==> src/rtl/psc_pkg.sv <==
package psc_pkg;
  localparam int CODE_W = 3;
  typedef logic [CODE_W-1:0] code_t;

  // class code that reports an overcurrent during classification
  localparam code_t CLS_ILIM = 3'b111;

  function automatic logic [7:0] pack_status(code_t det, code_t cls);
    return {1'b0, cls, 1'b0, det};
  endfunction
endpackage

==> src/rtl/psc_status_reg.sv <==
module psc_status_reg
  import psc_pkg::*;
(
  input  logic  clk,
  input  logic  rst_n,
  input  logic  det_done,
  input  code_t det_code,
  input  logic  cls_done,
  input  code_t cls_code,
  output code_t det_q,
  output code_t cls_q
);
  code_t det_d, cls_d;

  always_comb begin
    det_d = det_q;
    cls_d = cls_q;
    if (det_done) det_d = det_code;
    if (cls_done) cls_d = cls_code;
  end

  always_ff @(posedge clk or negedge rst_n) begin
    if (!rst_n) begin
      det_q <= '0;
      cls_q <= '0;
    end else begin
      det_q <= det_d;
      cls_q <= cls_d;
    end
  end

  a_r2_det_hold: assert property (@(posedge clk) disable iff (!rst_n)
    !det_done |=> $stable(det_q));
  a_r3_cls_hold: assert property (@(posedge clk) disable iff (!rst_n)
    !cls_done |=> $stable(cls_q));
endmodule

==> src/rtl/psc_power_fsm.sv <==
module psc_power_fsm
  import psc_pkg::*;
#(
  parameter int QUAL_CYC = 16
) (
  input  logic  clk,
  input  logic  rst_n,
  input  logic  prot_en,
  input  code_t cls_q,
  input  logic  on_req,
  input  logic  off_ind,
  input  logic  fault,
  input  logic  pg_cmp,
  input  logic  startup_done,
  output logic  pe_q,
  output logic  pg_q,
  output logic  pe_d,
  output logic  pg_d
);
  localparam int CNT_W = $clog2(QUAL_CYC + 1);
  localparam logic [CNT_W-1:0] QUAL_MAX = CNT_W'(QUAL_CYC);

  logic [CNT_W-1:0] cnt_q, cnt_d;
  logic refuse, hold, qualified;

  always_comb begin
    refuse    = prot_en && (cls_q == CLS_ILIM);
    hold      = pe_q && pg_cmp && !fault && !off_ind;
    qualified = (cnt_q == QUAL_MAX);

    pe_d = pe_q;
    if (off_ind)               pe_d = 1'b0;
    else if (on_req && !refuse) pe_d = 1'b1;

    cnt_d = '0;
    if (hold) cnt_d = qualified ? cnt_q : cnt_q + CNT_W'(1);

    pg_d = pg_q;
    if (!hold)                          pg_d = 1'b0;
    else if (startup_done && qualified) pg_d = 1'b1;
  end

  always_ff @(posedge clk or negedge rst_n) begin
    if (!rst_n) begin
      pe_q  <= 1'b0;
      pg_q  <= 1'b0;
      cnt_q <= '0;
    end else begin
      pe_q  <= pe_d;
      pg_q  <= pg_d;
      cnt_q <= cnt_d;
    end
  end

  a_r4_refuse_ilim: assert property (@(posedge clk) disable iff (!rst_n)
    (prot_en && cls_q == CLS_ILIM && !pe_q) |=> !pe_q);
  a_r5_off_wins: assert property (@(posedge clk) disable iff (!rst_n)
    off_ind |=> !pe_q);
  a_r6_rise_needs_strobe: assert property (@(posedge clk) disable iff (!rst_n)
    $rose(pg_q) |-> $past(startup_done));
  a_r6_pg_needs_pe: assert property (@(posedge clk) disable iff (!rst_n)
    pg_q |-> pe_q);
  a_r7_fault_kill: assert property (@(posedge clk) disable iff (!rst_n)
    (fault || !pg_cmp) |=> !pg_q);
  a_r10_cnt_restart: assert property (@(posedge clk) disable iff (!rst_n)
    !pg_cmp |=> (cnt_q == '0));
endmodule

==> src/rtl/psc_event_reg.sv <==
module psc_event_reg #(
  parameter int NPORT = 4
) (
  input  logic             clk,
  input  logic             rst_n,
  input  logic [NPORT-1:0] pe_cur,
  input  logic [NPORT-1:0] pe_nxt,
  input  logic [NPORT-1:0] pg_cur,
  input  logic [NPORT-1:0] pg_nxt,
  input  logic             evt_wr,
  input  logic [NPORT-1:0] pe_evt_clr,
  input  logic [NPORT-1:0] pg_evt_clr,
  input  logic             evt_rd_clr,
  output logic [NPORT-1:0] pe_evt,
  output logic [NPORT-1:0] pg_evt
);
  logic [NPORT-1:0] pe_mask, pg_mask, pe_evt_d, pg_evt_d;

  always_comb begin
    pe_mask = '0;
    pg_mask = '0;
    if (evt_rd_clr) begin
      pe_mask = '1;
      pg_mask = '1;
    end else if (evt_wr) begin
      pe_mask = pe_evt_clr;
      pg_mask = pg_evt_clr;
    end
    pe_evt_d = (pe_evt & ~pe_mask) | (pe_nxt ^ pe_cur);
    pg_evt_d = (pg_evt & ~pg_mask) | (pg_nxt ^ pg_cur);
  end

  always_ff @(posedge clk or negedge rst_n) begin
    if (!rst_n) begin
      pe_evt <= '0;
      pg_evt <= '0;
    end else begin
      pe_evt <= pe_evt_d;
      pg_evt <= pg_evt_d;
    end
  end

  for (genvar i = 0; i < NPORT; i++) begin : g_chk
    a_r8_pe_change: assert property (@(posedge clk) disable iff (!rst_n)
      (pe_nxt[i] != pe_cur[i]) |=> pe_evt[i]);
    a_r8_pg_change: assert property (@(posedge clk) disable iff (!rst_n)
      (pg_nxt[i] != pg_cur[i]) |=> pg_evt[i]);
    a_r9_pe_sticky: assert property (@(posedge clk) disable iff (!rst_n)
      (pe_evt[i] && !evt_rd_clr && !(evt_wr && pe_evt_clr[i])) |=> pe_evt[i]);
    a_r9_pg_sticky: assert property (@(posedge clk) disable iff (!rst_n)
      (pg_evt[i] && !evt_rd_clr && !(evt_wr && pg_evt_clr[i])) |=> pg_evt[i]);
  end
endmodule

==> src/rtl/psc_port_tracker.sv <==
module psc_port_tracker
  import psc_pkg::*;
#(
  parameter int NPORT    = 4,
  parameter int QUAL_CYC = 16
) (
  input  logic                clk,
  input  logic                rst_n,
  input  logic                prot_en,
  input  logic [NPORT-1:0]    det_done,
  input  logic [3*NPORT-1:0]  det_code,
  input  logic [NPORT-1:0]    cls_done,
  input  logic [3*NPORT-1:0]  cls_code,
  input  logic [NPORT-1:0]    on_req,
  input  logic [NPORT-1:0]    off_ind,
  input  logic [NPORT-1:0]    fault,
  input  logic [NPORT-1:0]    pg_cmp,
  input  logic [NPORT-1:0]    startup_done,
  input  logic                evt_wr,
  input  logic [NPORT-1:0]    pe_evt_clr,
  input  logic [NPORT-1:0]    pg_evt_clr,
  input  logic                evt_rd_clr,
  output logic [8*NPORT-1:0]  port_status,
  output logic [NPORT-1:0]    pwr_en,
  output logic [NPORT-1:0]    pwr_good,
  output logic [NPORT-1:0]    pe_evt,
  output logic [NPORT-1:0]    pg_evt
);
  logic rst_meta, rst_sync;
  logic [NPORT-1:0] pe_nxt, pg_nxt;

  // asynchronous assertion, synchronous release
  always_ff @(posedge clk or negedge rst_n) begin
    if (!rst_n) begin
      rst_meta <= 1'b0;
      rst_sync <= 1'b0;
    end else begin
      rst_meta <= 1'b1;
      rst_sync <= rst_meta;
    end
  end

  for (genvar p = 0; p < NPORT; p++) begin : g_port
    code_t det_q, cls_q;

    psc_status_reg u_stat (
      .clk      (clk),
      .rst_n    (rst_sync),
      .det_done (det_done[p]),
      .det_code (det_code[3*p +: 3]),
      .cls_done (cls_done[p]),
      .cls_code (cls_code[3*p +: 3]),
      .det_q    (det_q),
      .cls_q    (cls_q)
    );

    assign port_status[8*p +: 8] = pack_status(det_q, cls_q);

    psc_power_fsm #(.QUAL_CYC(QUAL_CYC)) u_pwr (
      .clk          (clk),
      .rst_n        (rst_sync),
      .prot_en      (prot_en),
      .cls_q        (cls_q),
      .on_req       (on_req[p]),
      .off_ind      (off_ind[p]),
      .fault        (fault[p]),
      .pg_cmp       (pg_cmp[p]),
      .startup_done (startup_done[p]),
      .pe_q         (pwr_en[p]),
      .pg_q         (pwr_good[p]),
      .pe_d         (pe_nxt[p]),
      .pg_d         (pg_nxt[p])
    );
  end

  psc_event_reg #(.NPORT(NPORT)) u_evt (
    .clk        (clk),
    .rst_n      (rst_sync),
    .pe_cur     (pwr_en),
    .pe_nxt     (pe_nxt),
    .pg_cur     (pwr_good),
    .pg_nxt     (pg_nxt),
    .evt_wr     (evt_wr),
    .pe_evt_clr (pe_evt_clr),
    .pg_evt_clr (pg_evt_clr),
    .evt_rd_clr (evt_rd_clr),
    .pe_evt     (pe_evt),
    .pg_evt     (pg_evt)
  );

  a_r1_reset_quiet: assert property (@(posedge clk) disable iff (!rst_n)
    !rst_sync |=> (pwr_en == '0 && pwr_good == '0));
endmodule

==> config.mk <==
export PLATFORM = sky130hd
export DESIGN_NAME = psc_port_tracker
export DESIGN_NICKNAME = d
export VERILOG_FILES = /design/src/rtl/psc_pkg.sv /design/src/rtl/psc_status_reg.sv /design/src/rtl/psc_power_fsm.sv /design/src/rtl/psc_event_reg.sv /design/src/rtl/psc_port_tracker.sv
export SDC_FILE = /design/constraint.sdc
export NUM_CORES = 1
export LEC_CHECK = 0
export BUFFER_PORTS_ARGS = -buffer_cell sky130_fd_sc_hd__buf_2
export CAP_MARGIN = 20
export CORE_ASPECT_RATIO = 0.5
export CORE_MARGIN = 1.5
export CORE_UTILIZATION = 25
export CTS_CLUSTER_SIZE = 14
export DETAILED_ROUTE_END_ITERATION = 10
export PLACE_DENSITY = 0.49
export SETUP_SLACK_MARGIN = 0.4
export SYNTH_ARGS = -nofsm -noshare
export SYNTH_HDL_FRONTEND = slang
export SYNTH_HIERARCHICAL = 1
export SYNTH_SLANG_ARGS = --single-unit
==> constraint.sdc <==
create_clock -name clk -period 4.52 [get_ports clk]
set_input_delay 0.904 -clock clk [delete_from_list [all_inputs] [get_ports clk]]
set_output_delay 0.904 -clock clk [all_outputs]
set_load 0.01 [all_outputs]
### Yosys cells after proc, flatten, opt, wreduce, memory -nomap -nowiden

Cells that the tools add are included.

| word-level totals | value |
|---|---|
| register bits | 62 |
| output and inout port bits | 48 |
| logic and storage cells | 112 |

| cells by class | value |
|---|---|
| add/sub/neg operators | 4 |
| equality and inequality tests | 12 |
| mux-type cells | 28 |
| bitwise operators | 8 |
| reductions and logical operators | 36 |

Operator list:

| operator | count |
|---|---|
| 5-bit 2-to-1 mux | 8 |
| 1-bit logical AND | 24 |
| 5-bit by 1-bit adder with 5-bit output, second input constant | 4 |
| 5-bit equality test, second input constant | 4 |
| 1-bit 2-to-1 mux | 16 |
| 4-bit 2-to-1 mux | 4 |
| 3-bit equality test, second input constant | 4 |
| 1-bit zero test | 12 |
| 4-bit bitwise AND | 2 |
| 2-bit != test, second input constant | 4 |
| 4-bit inverter | 2 |
| 4-bit OR | 2 |
| 4-bit bitwise XOR | 2 |

### Depth between registers and ports, before layout

| depth | value |
|---|---|
| depth in word-level cells | 8 |
| gate-level depth with buffers | 7 |
| depth with buffers taken out | 7 |

### Modules after synthesis

The synthesis kept the hierarchy.

Modules (own cells, without submodules):

| module | instances | cells each | area an instance (um^2) | sequential area each (um^2) |
|---|---|---|---|---|
| psc_power_fsm | 4 | 31 | 331.6 | 175.2 |
| psc_status_reg | 4 | 12 | 217.7 | 150.1 |
| psc_event_reg | 1 | 34 | 381.6 | 200.2 |
| psc_port_tracker | 1 | 12 | 117.6 | 50.0 |

### Worst setup path before layout

OpenSTA, ideal clock, no wires.

| path | value |
|---|---|
| path type | input-to-reg |
| from | input port fault[0] |
| to | register u_evt.pg_evt[0] |
| data arrival time | 1.571 ns |
| required time | 4.400 ns |
| path slack | 2.829 ns |
| cell stages on the path | 5 |
| path through | nor2_1 > nand3_1 > nor2_1 > xor2_1 > a31o_1 |

| on the way | value |
|---|---|
| word-level cells in the longest chain between the ends | 6 |

RTL lines:

| what | RTL line | RTL |
|---|---|---|
| start, declared | psc_port_tracker.sv:16 | `input logic [NPORT-1:0] fault,` |
| 1-bit zero test | psc_power_fsm.sv:28 | `hold = pe_q && pg_cmp && !fault && !off_ind;` |
| 1-bit logical AND (2 in series) | psc_power_fsm.sv:28 |  |
| 1-bit 2-to-1 mux | psc_power_fsm.sv:39 | `if (!hold) pg_d = 1'b0;` |
| named net pg_nxt[0] | psc_port_tracker.sv:30 | `logic [NPORT-1:0] pe_nxt, pg_nxt;` |
| 4-bit bitwise XOR | psc_event_reg.sv:30 | `pg_evt_d = (pg_evt & ~pg_mask) \| (pg_nxt ^ pg_cur);` |
| 4-bit OR | psc_event_reg.sv:30 |  |
| named net u_evt.pg_evt_d[0] | psc_event_reg.sv:17 | `logic [NPORT-1:0] pe_mask, pg_mask, pe_evt_d, pg_evt_d;` |
| end signal, assigned | psc_event_reg.sv:39 | `pg_evt <= pg_evt_d;` |
| end, declared | psc_event_reg.sv:15 | `output logic [NPORT-1:0] pg_evt` |

The timed path passes the listed nets, and every way through them passes these cells.
A chain may end at the register's enable or synchronous reset.

### Final worst setup path

| path | value |
|---|---|
| from | register g_port[3].u_pwr.pe_q |
| to | output port pwr_en[3] |

RTL lines:

| what | RTL line | RTL |
|---|---|---|
| start, declared | psc_power_fsm.sv:15 | `output logic pe_q,` |
| start signal, assigned | psc_power_fsm.sv:49 | `pe_q <= pe_d;` |
| end, declared | psc_port_tracker.sv:24 | `output logic [NPORT-1:0] pwr_en,` |

No word-level cell between the ends.

==> flow_metrics.env <==
export IMPL_status="completed"
export IMPL_num_vias=1939
export IMPL_fin_util_pct=35.7
export IMPL_slowest_delay_ns=0.42
export IMPL_start_util_pct=26.1
export IMPL_clkSinkCount=62
export IMPL_grt_pass1_vias=2064
export IMPL_setup_viol=0
export IMPL_clk_path_buf_depth=2
export IMPL_clock_fmax_mhz=554
export IMPL_ant_nets=0
export IMPL_path_max_fanout=4
export IMPL_core_mm2=0.0103
export IMPL_grt_max_degree=52
export IMPL_timing_setup_tns_ns=0
export IMPL_post_cts_buffers=0
export IMPL_critPathTopFamily="flip-flops"
export IMPL_drive_gt1_share_pct=44.2
export IMPL_hp_class="reg -> async"
export IMPL_gp_congestion=0.784
export IMPL_antenna_found_initial=0
export IMPL_ys_ff_latch=62
export IMPL_drc=0
export IMPL_synth_seq_area_share_pct=57.5
export IMPL_r2r_setup_slack_ns=2.96
export IMPL_viasPerCell=4.06
export IMPL_cts_tree="yes"
export IMPL_post_synth_instance_area_mm2=0.00270
export IMPL_layout_nets=405
export IMPL_grt_overflow=0
export IMPL_fp_row_count=26
export IMPL_grt_usage_pct=11.2
export IMPL_power_leakage_nw=1.79
export IMPL_die_w_um=150
export IMPL_drtIter0Drc=101
export IMPL_clk_pin_slew_worst_paths_ns=0.05
export IMPL_end_kind="output port"
export IMPL_cts_buffers=9
export IMPL_syn_area_per_cell_um2=12.4
export IMPL_critPathBufInv=1
export IMPL_cts_repair_resized=0
export IMPL_rr_worst_depth=7
export IMPL_clock_root_buffer="clkbuf_16"
export IMPL_yosys_warnings=6
export IMPL_cp_depth=1
export IMPL_relSlewSlack_pct=58.1
export IMPL_slew_violations=0
export IMPL_numPortBuffers=104
export IMPL_power_mw=1.50
export IMPL_ios=113
export IMPL_place_hpwl_um=4530
export IMPL_cp_required_ns=3.62
export IMPL_antenna_cells=0
export IMPL_hold_viol_final=0
export IMPL_totalWireLength_um=5820
export IMPL_maxCapViolCount=0
export IMPL_p_per_area_mw_per_mm2=406
export IMPL_tightest_slew_ns=0.629
export IMPL_slowest_stage="dfrtp_1"
export IMPL_fin_crit_ns=1.81
export IMPL_synth_distinct_cells=17
export IMPL_finalCritPeriodShare_pct=40.0
export IMPL_worstPathCellList="buf_2"
export IMPL_die_area_mm2=0.0115
export IMPL_drt_first_pass_iters=4
export IMPL_rsz0062_at_grt="false"
export IMPL_cp_start_kind="flop"
export IMPL_synth_edf_count=0
export IMPL_die_h_um=76.4
export IMPL_htreeDepth=3
export IMPL_syn_inst=218
export IMPL_skew_ns=0.00570
export IMPL_clkLatencyLatePin_ns=0.32
export IMPL_vdd_drop_max_mv=0.221
export IMPL_grt_first_pass_wirelength_um=9940
export IMPL_areaGrowthSynthToFinish_pct=37.0
export IMPL_routedWlPerCell_um=12.2
export IMPL_critPathArrivalTime_ns=0.90
export IMPL_async_reset_ff_share_pct=100
export IMPL_synth_flop_cell="dfrtp_1"
export IMPL_criticalPathCategory="reg -> out"
export IMPL_hold_buffers=0
-- state kept, by name, summed over array words and instances (netlist names) --
register and cells:
g_port.u_pwr/pe_q 4, g_port.u_pwr/cnt_q 20, rst_meta 1, u_evt/pg_evt 4, g_port.u_stat/det_q 12, g_port.u_pwr/pg_q 4, u_evt/pe_evt 4, rst_sync 1
g_port.u_stat/cls_q 12
-- path summary, 6_finish.rpt --
check                                                startpoint                                     to
min in group clk                             rst_meta$_DFF_PN0_                     rst_sync$_DFF_PN0_
min reg2reg                                  rst_sync$_DFF_PN0_  g_port[1].u_stat/det_q[2]$_DFFE_PN0P_
min                                          rst_sync$_DFF_PN0_  g_port[1].u_stat/det_q[2]$_DFFE_PN0P_
max                              g_port[3].u_pwr/pe_q$_DFF_PN0_                              pwr_en[3]
max reg2reg                g_port[0].u_pwr/cnt_q[0]$_DFFE_PN0P_              u_evt/pg_evt[0]$_DFF_PN0_
max in group asynchronous                    rst_sync$_DFF_PN0_         g_port[2].u_pwr/pe_q$_DFF_PN0_
-- Yosys cell counts, types with 8 or more instances --
library cell,n,area (um2)
a31o_1,8,70.1
nand2_1,8,30.0
inv_1,9,33.8
dfrtp_1,62,1550
buf_4,9,67.6
nand3_1,12,60.1
a21oi_1,8,40.0
xor2_1,16,140
xnor2_1,8,70.1
mux2_2,24,270
nor2_1,28,105
ha_1,8,100
-- routing by layer --
metal	global-route usage (%)	up-vias	part of all wire [%]
li1	-	953	-
met1	12.2	938	39
met2	19.9	40	56
met3	3.23	8	3.2
met4	5.29	0	1.8
met5	0	-	0
-- per-stage QoR --
step | instances | worst slack (ns) | instance area (um2) | hold slack [ns]
final | 477 | 2.71 | 3690 | 0.115
after global routing | 477 | 2.66 | 3690 | 0.147
after CTS | 477 | 2.70 | 3690 | 0.125
after detailed placement | 461 | 2.54 | 3360 | 0.120
after global placement | 461 | 2.60 | 3360 | 0.113
after floorplan | 225 | 2.67 | 2720 | 0.331
-- power by group --
group / switching (mW) / total (mW) / internal (mW)
combinational: 0.0708 / 0.141 / 0.0702
sequential: 0.0220 / 0.611 / 0.589
clock: 0.222 / 0.748 / 0.526
total: 0.315 / 1.50 / 1.18
-- cells in the final DEF (no fill, tap or decap) --
master     synthesis  routed
clkbuf_8           0       3
bufinv_16          0       2
nand4_1            4       4
nor2_1            28      28
conb_1             2       9
clkinv_2           0       1
inv_1              9       9
nor3_1             4       4
xnor2_1            8       8
nand2_1            8       8
mux2i_1            4       4
buf_2              0     104
ha_1               8       8
and4bb_4           4       4
dfrtp_1           62      61
clkbuf_1           0       1
dfrtp_2            0       1
clkbuf_16          0       9
xor2_1            16      16
a31o_1             8       8
nand3_1           12      12
a21oi_1            8       8
mux2_2            24      24
buf_4              9       1
-- worst register-to-register path: cells and delay by family, from the launching register on --
kind	cells	cell delay, ns
AOI/OAI and AO/OA	2	0.28
xor gates and xnor gates	1	0.09
adders and majority gates	1	0.15
buffers and inverters	1	0.09
DFF	1	0.39
and+or+nand+nor	2	0.44
-- logic make-up (layout without fill, tap and decap cells) --
kind of cell / after synthesis / after routing / synth area share, %
flops: 62 / 62 / 57.5
simple gates: 60 / 60 / 11.3
mux: 28 / 28 / 11.5
xor+xnor: 24 / 24 / 7.80
buf+inv: 18 / 130 / 3.76
compound gates: 16 / 16 / 4.08
fa+ha+maj: 8 / 8 / 3.71
other cells: 2 / 9 / 0.279
-- layout make-up --
class	instances	area [um2]
multi-input cells	145	1070
inverters	9	33.8
flip-flops and latches	62	1550
well taps	140	175
fillers	1041	6650
repair buffers	105	528
clock buffers	13	270
clock inverters	3	65.1
Note: power is estimated with default switching activity, not from simulation.
